File: src/rtl/rbc_pkg.sv
package rbc_pkg;
  // Width needed to hold a count from 0 to n inclusive.
  function automatic int unsigned cnt_w(input int unsigned n);
    return (n < 1) ? 1 : $clog2(n + 1);
  endfunction
endpackage

File: src/rtl/rbc_reset_sync.sv
module rbc_reset_sync #(
  parameter int unsigned STAGES = 2
) (
  input  logic clk,
  input  logic pin_n,
  output logic rst_n_sync,
  output logic rel_next
);
  logic [STAGES-1:0] q;

  genvar g;
  generate
    for (g = 0; g < STAGES; g++) begin : g_stage
      if (g == 0) begin : g_first
        always_ff @(posedge clk or negedge pin_n)
          if (!pin_n) q[g] <= 1'b0;
          else        q[g] <= 1'b1;
      end else begin : g_next
        always_ff @(posedge clk or negedge pin_n)
          if (!pin_n) q[g] <= 1'b0;
          else        q[g] <= q[g-1];
      end
    end
  endgenerate

  assign rst_n_sync = q[STAGES-1];
  // High in the cycle before the synchronised release edge.
  assign rel_next   = q[STAGES-2] & ~q[STAGES-1];
endmodule

File: src/rtl/rbc_wdog_stretch.sv
module rbc_wdog_stretch #(
  parameter int unsigned LEN = 4
) (
  input  logic clk,
  input  logic arst_n,
  input  logic req,
  output logic active
);
  import rbc_pkg::*;
  localparam int unsigned CW = cnt_w(LEN);
  localparam int unsigned RW = cnt_w(LEN + 1);

  logic [CW-1:0] left;

  always_ff @(posedge clk or negedge arst_n)
    if (!arst_n)                 left <= '0;
    else if (left != '0)         left <= left - 1'b1;
    else if (req)                left <= CW'(LEN);

  assign active = (left != '0);

  // Checker: length of each low pulse.
  logic [RW-1:0] run;
  always_ff @(posedge clk or negedge arst_n)
    if (!arst_n)     run <= '0;
    else if (active) run <= run + 1'b1;
    else             run <= '0;

  assert_wd_len_R6: assert property (@(posedge clk) disable iff (!arst_n)
    $fell(active) |-> (run == RW'(LEN)));
endmodule

File: src/rtl/rbc_mode_latch.sv
module rbc_mode_latch #(
  parameter int unsigned BOOT_W = 2,
  parameter int unsigned WINDOW = 10
) (
  input  logic              clk,
  input  logic              pin_n,
  input  logic              run_n,
  input  logic              rel_next,
  input  logic [BOOT_W-1:0] boot_sel,
  input  logic              tri_req_n,
  output logic [BOOT_W-1:0] boot_mode,
  output logic              tri_sel
);
  import rbc_pkg::*;
  localparam int unsigned WW = cnt_w(WINDOW);

  // Count of consecutive low samples of the tri-state pin, saturating.
  logic [WW-1:0] low_run;

  always_ff @(posedge clk)
    if (!pin_n) begin
      if (tri_req_n)                  low_run <= '0;
      else if (low_run != WW'(WINDOW)) low_run <= low_run + 1'b1;
    end else if (run_n) begin
      low_run <= '0;
    end

  always_ff @(posedge clk or negedge pin_n)
    if (!pin_n) begin
      boot_mode <= '0;
      tri_sel   <= 1'b0;
    end else if (rel_next) begin
      boot_mode <= boot_sel;
      tri_sel   <= (low_run == WW'(WINDOW));
    end

  assert_tri_rise_R4: assert property (@(posedge clk) disable iff (!pin_n)
    $rose(tri_sel) |-> $past(rel_next));

  assert_mode_hold_R7: assert property (@(posedge clk) disable iff (!pin_n)
    !rel_next |=> ($stable(boot_mode) && $stable(tri_sel)));
endmodule

File: src/rtl/rbc_fetch_gate.sv
module rbc_fetch_gate #(
  parameter int unsigned DELAY = 80
) (
  input  logic clk,
  input  logic arst_n,
  input  logic core_rst_n,
  output logic fetch_en
);
  import rbc_pkg::*;
  localparam int unsigned DW = cnt_w(DELAY);

  logic [DW-1:0] cnt;

  always_ff @(posedge clk or negedge arst_n)
    if (!arst_n)                   cnt <= '0;
    else if (!core_rst_n)          cnt <= '0;
    else if (cnt != DW'(DELAY))    cnt <= cnt + 1'b1;

  assign fetch_en = (cnt == DW'(DELAY));

  assert_fetch_hold_R3: assert property (@(posedge clk) disable iff (!arst_n)
    (fetch_en && core_rst_n) |=> fetch_en);

  assert_fetch_clear_R10: assert property (@(posedge clk) disable iff (!arst_n)
    !core_rst_n |=> !fetch_en);
endmodule

File: src/rtl/rstboot_ctrl.sv
module rstboot_ctrl #(
  parameter int unsigned SYNC_STAGES = 2,
  parameter int unsigned FETCH_DELAY = 80,
  parameter int unsigned TRI_WINDOW  = 10,
  parameter int unsigned WDOG_LEN    = 4,
  parameter int unsigned BOOT_W      = 2
) (
  input  logic              clk,
  input  logic              ext_rst_n,
  input  logic              wdog_req,
  input  logic [BOOT_W-1:0] boot_sel,
  input  logic              tri_req_n,
  output logic              core_rst_n,
  output logic              fetch_en,
  output logic [BOOT_W-1:0] boot_mode,
  output logic              out_disable,
  output logic              clkout_en
);
  logic ext_run_n;
  logic rel_next;
  logic wd_active;

  rbc_reset_sync #(.STAGES(SYNC_STAGES)) u_sync (
    .clk(clk), .pin_n(ext_rst_n), .rst_n_sync(ext_run_n), .rel_next(rel_next)
  );

  // External reset clears the stretcher, so it has priority.
  rbc_wdog_stretch #(.LEN(WDOG_LEN)) u_wdog (
    .clk(clk), .arst_n(ext_run_n), .req(wdog_req), .active(wd_active)
  );

  rbc_mode_latch #(.BOOT_W(BOOT_W), .WINDOW(TRI_WINDOW)) u_mode (
    .clk(clk), .pin_n(ext_rst_n), .run_n(ext_run_n), .rel_next(rel_next),
    .boot_sel(boot_sel), .tri_req_n(tri_req_n),
    .boot_mode(boot_mode), .tri_sel(out_disable)
  );

  assign core_rst_n = ext_run_n & ~wd_active;
  assign clkout_en  = ext_run_n;

  rbc_fetch_gate #(.DELAY(FETCH_DELAY)) u_fetch (
    .clk(clk), .arst_n(ext_run_n), .core_rst_n(core_rst_n), .fetch_en(fetch_en)
  );

  assert_clkout_wd_R9: assert property (@(posedge clk) disable iff (!ext_run_n)
    wd_active |-> clkout_en);
endmodule

File: config.mk
export PLATFORM = sky130hd
export DESIGN_NAME = rstboot_ctrl
export DESIGN_NICKNAME = d
export VERILOG_FILES = /design/src/rtl/rbc_pkg.sv /design/src/rtl/rbc_reset_sync.sv /design/src/rtl/rbc_wdog_stretch.sv /design/src/rtl/rbc_mode_latch.sv /design/src/rtl/rbc_fetch_gate.sv /design/src/rtl/rstboot_ctrl.sv
export SDC_FILE = /design/constraint.sdc
export NUM_CORES = 1
export LEC_CHECK = 0
export BUFFER_PORTS_ARGS = -buffer_cell sky130_fd_sc_hd__buf_2
export CELL_PAD_IN_SITES_DETAIL_PLACEMENT = 0
export CELL_PAD_IN_SITES_GLOBAL_PLACEMENT = 1
export CORE_ASPECT_RATIO = 0.6
export CORE_MARGIN = 2
export CORE_UTILIZATION = 40
export CTS_CLUSTER_DIAMETER = 120
export DETAILED_ROUTE_END_ITERATION = 8
export GPL_TIMING_DRIVEN = 0
export PLACE_DENSITY_LB_ADDON = 0.25
export SLEW_MARGIN = 25
export SYNTH_ARGS = -nofsm -noshare
export SYNTH_HDL_FRONTEND = slang
export SYNTH_SLANG_ARGS = --single-unit
export TNS_END_PERCENT = 30
File: constraint.sdc
create_clock -name clk -period 1.5 [get_ports clk]
set_input_delay 0.3 -clock clk [delete_from_list [all_inputs] [get_ports clk]]
set_output_delay 0.3 -clock clk [all_outputs]
set_load 0.02 [all_outputs]
* Word level (Yosys, flattened, before mapping)
Index checks and enable logic that the tools add are counted.
Word-level totals: register bits 19, bits in latches 0, memory bits (writable) 0, ROM bits 0, input port bits 6, logic and storage cells 32, memories kept 0
Cells by class: add/sub/neg operators 3, $mul 0, div/mod/pow operators 0, $lt $le $gt $ge 0, equality and inequality tests 6, shifts and indexed selects 0, mux-type cells 8, bitwise operators 4, reductions and logical operators 4
Operator list (number):
- $mux 4 | 4
- $mux 7 | 2
- $add 7x1->7 const B | 1
- $eq 7x7->1 const B | 1
- $ne 7x7->1 const B | 1
- $mux 3 | 2
- $reduce_bool 3->1 | 2
- $add 4x1->4 const B | 1
- $eq 4x4->1 const B | 1
- $ne 4x4->1 const B | 1
- $sub 3x1->3 const B | 1
- $and 1x1->1 | 2
- $ne 2x1->1 const B | 1
- $ne 2x2->1 const B | 1
- $not 1->1 | 2
- $reduce_and 2->1 | 1
- $reduce_bool 2->1 | 1

* Depth between registers and ports, before layout
Gate-level depths: netlist (run 1).
depth in word-level cells 4, depth in mapped cells 5, depth with buffers taken out 5

* By module
From an unflattened synthesis (run 1), not the netlist that was laid out.
Unflattened totals: cell total of the unflattened synthesis 85, area, all modules 967.2 um^2
Modules (own cells, without submodules):
- rbc_fetch_gate | instances 1, cells each 40, area an instance 391.6 um^2
- rbc_mode_latch | instances 1, cells each 25, area an instance 337.8 um^2
- rbc_wdog_stretch | instances 1, cells each 15, area an instance 156.4 um^2
- rbc_reset_sync | instances 1, cells each 4, area an instance 67.6 um^2
- rstboot_ctrl | instances 1, cells each 1, area an instance 13.8 um^2

* Worst setup path before layout (run 1)
OpenSTA, ideal clock, no wires.
kind flip-flop to flip-flop, from reg u_sync.q[1] (netlist: u_sync.rst_n_sync), to reg u_fetch.cnt[2], setup time 0.083 ns, arrival 1.421 ns, data required time 1.417 ns, slack -0.003 ns, cell stages (with the launch flop) 5, period minus slack after synthesis 1.503 ns, cells stage by stage dfrtp_1 > nand3b_1 > inv_1 > nand3b_1 > o21ai_0
On the way: cells in the longest elaborated chain, start to end 2, elaborated cells between the ends (all ways) 3, those cells by class eq/ne (1); mux (1); bitwise (1)
Ends and longest elaborated chain:
- start, declared | line rbc_reset_sync.sv:9 | logic [STAGES-1:0] q;
- start signal, assigned by index | line rbc_reset_sync.sv:21 | else q[g] <= q[g-1];
- $and 1x1->1 (*) | line rstboot_ctrl.sv:38 | assign core_rst_n = ext_run_n & ~wd_active;
- named net core_rst_n | line rstboot_ctrl.sv:13 | output logic core_rst_n,
- $ne 2x2->1 (no source line) / $mux 7 (equally long branches)
- end signal, assigned | line rbc_fetch_gate.sv:17 | else if (cnt != DW'(DELAY)) cnt <= cnt + 1'b1;
- end, declared | line rbc_fetch_gate.sv:12 | logic [DW-1:0] cnt;
The timed path passes the listed nets; every way through them passes the cells marked *. A chain may end at the register's enable or synchronous reset.

* Worst setup path after layout (run 1)
from reg u_fetch.cnt[1], to out fetch_en
On the way: cells in the longest elaborated chain, start to end 1
Ends and longest elaborated chain:
- $eq 7x7->1 | line rbc_fetch_gate.sv:19 | assign fetch_en = (cnt == DW'(DELAY));
- end, declared | line rstboot_ctrl.sv:14 | output logic fetch_en,
Every way passes these cells.

==> results of run 1 <==
-- worst register-to-register path, cell delays in order (launching register included) --
cell     delay [ns]
dfrtp_1        0.40
buf_4          0.14
ha_1           0.18
nand3_1        0.14
or3_1          0.37
a21oi_1        0.15
-- cell usage after synthesis (3+ instances only) --
master	count
edfxtp_1	4
o21ai_0	4
nand3b_1	4
nand3_1	3
a21oi_1	3
xor2_1	3
inv_1	5
mux2_2	3
dfrtp_1	15
nand2_1	11
nor3_1	4
nor2_1	6
ha_1	4
-- report_power, final --
group	leakage, nW	total (mW)	switching [mW]	internal (mW)
registers	0.239	0.662	0.0634	0.598
logic	0.247	0.429	0.201	0.228
clock network	0.0177	0.256	0.157	0.0995
total	0.504	1.35	0.421	0.926
-- cell families (layout without fill, tap and decap cells) --
family                     after synthesis  count (layout)  share of synthesized area
AOI/OAI and AO/OA                        7               7                     0.0405
muxes                                    5               5                     0.0622
adders and majority gates                4               4                     0.0579
buffers and inverters                    5              33                     0.0217
and+or+nand+nor                         34              34                      0.200
other                                    1               1                    0.00434
DFF                                     19              19                      0.573
xor gates and xnor gates                 4               4                     0.0405
-- timing repair --
item,in CTS,in global routing
hold endpoints to repair,5,0
hold buffers,1,0
resized for setup,9,3
pin swaps,4,3
buffers inserted,6,6
setup endpoints to repair,2,7
-- registers in the layout, summed over array words and instances, names as in the netlist --
name and flops:
u_sync.rst_n_sync 1, u_mode.boot_mode 2, u_wdog.left 3, u_fetch.cnt 7, u_mode.low_run 4, u_mode.tri_sel 1, u_sync.q 1
-- metrics by stage --
step,hold WS (ns),std cells,utilization
2_1_floorplan,0.00441,79,-
3_3_place_gp,0.149,118,0.494
3_5_place_dp,0.147,118,0.494
4_1_cts,0.215,129,0.550
5_1_grt,0.224,135,0.579
6_report,0.216,135,0.579
-- metal layers --
layer,track usage,part of all wire
met5,0,0
met1,0.222,0.52
met4,0.0326,0.0046
met3,0.0646,0.053
met2,0.240,0.42
-- final cells by class --
class / instances / area, µm² / share of cell area
Sequential cell: 19 / 497 / 0.443
Multi-Input combinational cell: 55 / 375 / 0.335
Timing Repair Buffer: 24 / 168 / 0.150
Tap cell: 28 / 35.0 / 0.0312
Clock buffer: 3 / 22.5 / 0.0201
Inverter: 5 / 18.8 / 0.0167
Clock inverter: 1 / 5.00 / 0.00446
-- path summary, 6_finish.rpt --
kind	from	cells past startpoint	slack, ns	endpoint
setup reg to reg	u_fetch.cnt[1]$_DFFE_PN0P_	5	0.04	u_fetch.cnt[6]$_DFFE_PN0P_
min in group clk	boot_sel[0]	2	0.22	u_mode.boot_mode[0]$_DFFE_PN0P_
hold / removal	u_sync.rst_n_sync$_DFF_PN0_	1	0.22	u_fetch.cnt[3]$_DFFE_PN0P_
hold reg to reg	u_sync.rst_n_sync$_DFF_PN0_	1	0.22	u_fetch.cnt[3]$_DFFE_PN0P_
setup / recovery	u_fetch.cnt[1]$_DFFE_PN0P_	5	-0.17	fetch_en
max in group asynchronous	ext_rst_n	2	0.82	u_sync.rst_n_sync$_DFF_PN0_
-- placed cells by master (no fill, tap or decap), drive strengths merged --
master and n:
nand3b 4, xnor2 1, nand2 11, edfxtp 4
nor3 5, nor2 6, mux2 3, buf 23
nor4 1, nor2b 1, dfrtp 15, nand4b 1
ha 4, nand3 3, xor2 3, dlygate4sd3 1
inv 5, mux2i 2, clkinv 1, or3 2
a21oi 3, clkbuf 3, o21ai 4, conb 1
==> summary.md, run 1 <==
| Metric | Value |
|---|---|
| Avg Inst Size Synth | `10.9 µm²` |
| Gr ovfl total | `0` |
| # H-tree levels | `1` |
| Global-route wire length before repair | `2930 µm` |
| Die X | `64.0 µm` |
| Fin crit period | `1.67 ns` |
| Synthesis-stage register bit count | `19` |
| Largest net degree at the start of global routing | `14` |
| PwrDens | `1200 nW/µm²` |
| GRT Total Usage | `0.160` |
| Setup repair after global routing missed its margin | `yes` |
| Average wire per standard cell | `12.8 µm` |
| Violated checks | `negative setup slack` |
| Fillers | `157` |
| Endpoints failing setup | `1` |
| DIE HEIGHT | `40.0 µm` |
| N_diodes | `0` |
| CTS tree | `done` |
| CTS clk-pin slew, worst paths | `0.11 ns` |
| DR pass1 iterations | `4` |
| Startpoint types | `flip-flop` |
| Synth Warn # | `0` |
| Initial Utilization | `0.446` |
| CP max stage delay | `0.42 ns` |
| DR DRC count | `0` |
| Layout cells sized above 1 | `0.355` |
| Routed vias | `663` |
| Starting DRT DRC Count | `20` |
| Setup_tns | `-0.175 ns` |
| Static leakage | `0.504 nW` |
| Worst Setup Slack, final | `-0.175 ns` |
| Worst slack, placed | `-0.100 ns` |
| Worst Hold Class | `flip-flop to asynchronous set/reset pin` |
| Clock Tree Buf Depth | `2` |
| Synth unique cells | `21` |
| Final Power | `1.35 mW` |
| Fmax achieved | `0.597 GHz` |
| Routed wire length | `1720 µm` |
| Fin Clk Skew | `0.0100 ns` |
| CP Data Arrival Time | `1.37 ns` |
| Antenna violations before repair | `0` |
| CTS root buffer | `clkbuf_4` |
| FFs w/ async S/R, synth | `0.789` |
| Crit. End Element | `output pin` |
| Worst path required time | `1.20 ns` |
| TritonCTS Sinks | `19` |
| Worst vdd ir | `748 µV` |
| Post-synth top area share | `0.434` |
| Routed Antenna Nets | `0` |
| Die area | `2560 µm²` |
| Most used flip-flop cell after synthesis | `dfrtp_1` |
| Crit path cell chain | `inv_2 -> ha_4 -> nand4b_1 -> nor3_4 -> buf_6` |
| Post-Syn Area | `865 µm²` |
| Post-synthesis sequential area ratio | `0.573` |
| Post-Synthesis Cells | `79` |
| Design area | `1120 µm²` |
| Net Count, Synth | `89` |
| Clock Latency Late Sink | `0.30 ns` |
| Area growth, synth to finish | `29.7%` |
| Most area-consuming cells after synthesis | `dfrtp_1, edfxtp_1, ha_1` |
| DP HPWL | `1140 µm` |
| Final slew viol count | `0` |
| Final Hold Vio Count | `0` |
| GPL Wtd Cong | `0.713` |
| Via density per instance | `4.91` |
| I/O Pins | `12` |
| Core area | `1940 µm²` |
| Critical-path top delay cell | `dfrtp_1` |
| Run status | `finished, violations left` |
| Max-cap violations | `0` |
| CTS Buf Count | `3` |
| DP Area | `956 µm²` |
| Port bufs | `11` |
| Std cell rows | `12` |
| Delay-heaviest family, CP | `flip-flops` |
| Worst Path Max Fanout | `2` |
| Period utilization | `1.12` |
| Critical path type | `flip-flop to output pin` |
| Post-synth top area cell | `dfrtp_1` |
| EDFF count, synth | `4` |
| Buffers plus inverters on the worst setup path | `2` |
| Vias in the first global route | `624` |
| Nets | `118` |
No activity file was read; power rests on OpenSTA's default activity.
==> run 2: changes to the inputs <==
--- a/config.mk
+++ b/config.mk
@@ -15,6 +15,7 @@
 export DETAILED_ROUTE_END_ITERATION = 8
 export GPL_TIMING_DRIVEN = 0
 export PLACE_DENSITY_LB_ADDON = 0.25
+export SETUP_SLACK_MARGIN = 0.05
 export SLEW_MARGIN = 25
 export SYNTH_ARGS = -nofsm -noshare
 export SYNTH_HDL_FRONTEND = slang
==> summary.md, run 2 (same netlist as run 1, synthesis figures left out) <==
| Metric | Value |
|---|---|
| Max-cap violations | `0` |
| Average wire per standard cell | `12.8 µm` |
| Fin Hold WS | `0.197 ns` |
| Port bufs | `11` |
| Most frequent cells in the layout | `dfrtp_1, nand2_1, buf_4, buf_2, nor2_1` |
| Worst path required time | `1.20 ns` |
| DP HPWL | `1140 µm` |
| DP Area | `956 µm²` |
| Number of flip-flops in the largest register | `7` |
| Starting DRT DRC Count | `23` |
| CP Data Arrival Time | `1.38 ns` |
| Largest net degree at the start of global routing | `14` |
| Startpoint types | `flip-flop` |
| Routed Antenna Nets | `0` |
| Biggest regs | `u_fetch.cnt: 7 flops, u_mode.low_run: 4 flops, u_wdog.left: 3 flops` |
| Area growth, synth to finish | `30.8%` |
| Fmax achieved | `0.597 GHz` |
| Violated checks | `negative setup slack` |
| Worst vdd ir | `745 µV` |
| PwrDens | `1190 nW/µm²` |
| GPL Wtd Cong | `0.713` |
| CTS clk-pin slew, worst paths | `0.11 ns` |
| CTS tree | `done` |
| Critical path type | `flip-flop to output pin` |
| Die X | `64.0 µm` |
| Fin Clk Skew | `0.00910 ns` |
| Worst Path Max Fanout | `2` |
| Period utilization | `1.12` |
| Clock Tree Buf Depth | `2` |
| I/O Pins | `12` |
| Setup repair after global routing missed its margin | `yes` |
| CTS root buffer | `clkbuf_4` |
| # H-tree levels | `1` |
| N_diodes | `0` |
| Initial Utilization | `0.446` |
| Std cell rows | `12` |
| Fillers | `157` |
| Layout cells sized above 1 | `0.364` |
| Routed vias | `668` |
| Routed wire length | `1730 µm` |
| Worst Setup Slack, final | `-0.175 ns` |
| Final Hold Vio Count | `0` |
| Worst Hold Class | `flip-flop to asynchronous set/reset pin` |
| Crit. End Element | `output pin` |
| Critical-path top delay cell | `dfrtp_1` |
| Clock Latency Late Sink | `0.30 ns` |
| CP max stage delay | `0.42 ns` |
| CTS Buf Count | `3` |
| Setup_tns | `-0.175 ns` |
| Gr ovfl total | `0` |
| Static leakage | `0.505 nW` |
| Global-route wire length before repair | `2930 µm` |
| Die area | `2560 µm²` |
| TritonCTS Sinks | `19` |
| Vias in the first global route | `627` |
| Final slew viol count | `0` |
| Endpoints failing setup | `1` |
| Run status | `finished, violations left` |
| Design area | `1130 µm²` |
| Fin crit period | `1.68 ns` |
| GRT Total Usage | `0.160` |
| Final Power | `1.35 mW` |
| Finished Core Util | `0.584` |
| Most common cell after layout, fill and taps aside | `dfrtp_1` |
| Via density per instance | `4.95` |
| DR DRC count | `0` |
| Top reg by flops | `u_fetch.cnt` |
| Nets | `118` |
| Antenna violations before repair | `0` |
| Crit path cell chain | `inv_2 -> ha_4 -> nand4b_1 -> nor3_4 -> buf_6` |
| DIE HEIGHT | `40.0 µm` |
| DR pass1 iterations | `4` |
| Core area | `1940 µm²` |
==> run 2: cell count changes in the layout (fill, tap and decap cells not counted) <==
cell,before,now
buf_6,2,3
buf_4,12,11
nor4_2,0,1
nor4_1,1,0
==> run 2: metrics by stage <==
stage | worst slack, ns | std cells
2_1_floorplan | 0.0792 | 79
3_3_place_gp | -0.0906 | 118
3_5_place_dp | -0.100 | 118
4_1_cts | -0.211 | 129
5_1_grt | -0.236 | 135
6_report | -0.175 | 135
==> run 2: where the power goes <==
group,internal (mW),switching (mW),total (mW)
logic,0.229,0.201,0.430
registers,0.598,0.0639,0.662
clock network,0.0994,0.155,0.254
total,0.927,0.420,1.35
==> run 2: critical path, delay by kind of cell (launching register included) <==
family,cells,cell delay (ns)
DFF,1,0.42
and+or+nand+nor,2,0.30
buffers and inverters,2,0.22
adders and majority gates,1,0.13
==> run 2: final cells by class <==
type,count,area [µm²],share of cell area
Inverter,5,18.8,0.0166
Clock buffer,3,22.5,0.0199
Clock inverter,1,5.00,0.00442
Tap cell,28,35.0,0.0310
Sequential cell,19,497,0.439
Multi-Input combinational cell,55,382,0.337
Timing Repair Buffer,24,171,0.152
==> run 2: worst paths after layout <==
kind                                                    to  slack (ns)  cells after the start                        start
setup reg to reg                u_fetch.cnt[6]$_DFFE_PN0P_        0.03                      5   u_fetch.cnt[1]$_DFFE_PN0P_
setup / recovery                                  fetch_en       -0.18                      5   u_fetch.cnt[1]$_DFFE_PN0P_
max in group asynchronous      u_sync.rst_n_sync$_DFF_PN0_        0.81                      2                    ext_rst_n
hold reg to reg                 u_fetch.cnt[3]$_DFFE_PN0P_        0.20                      1  u_sync.rst_n_sync$_DFF_PN0_
min in group clk           u_mode.boot_mode[1]$_DFFE_PN0P_        0.23                      2                  boot_sel[1]
hold / removal                  u_fetch.cnt[3]$_DFFE_PN0P_        0.20                      1  u_sync.rst_n_sync$_DFF_PN0_
==> run 2: layer usage <==
metal  GRT usage  part of all wire  vias to the layer above
met1       0.222              0.52                      329
met2       0.240              0.42                       11
met4      0.0326            0.0046                        0
li1            -                 -                      326
met3      0.0646             0.050                        2
met5           0                 0                        -
==> run 2: timing repair <==
action | in CTS | in global routing
hold buffers | 1 | 0
endpoints found under the setup margin | 6 | 9
gates resized for setup | 10 | 4
gates cloned | 0 | 0
pin swaps | 4 | 3
buffers inserted | 6 | 6
hold endpoints to repair | 5 | 0
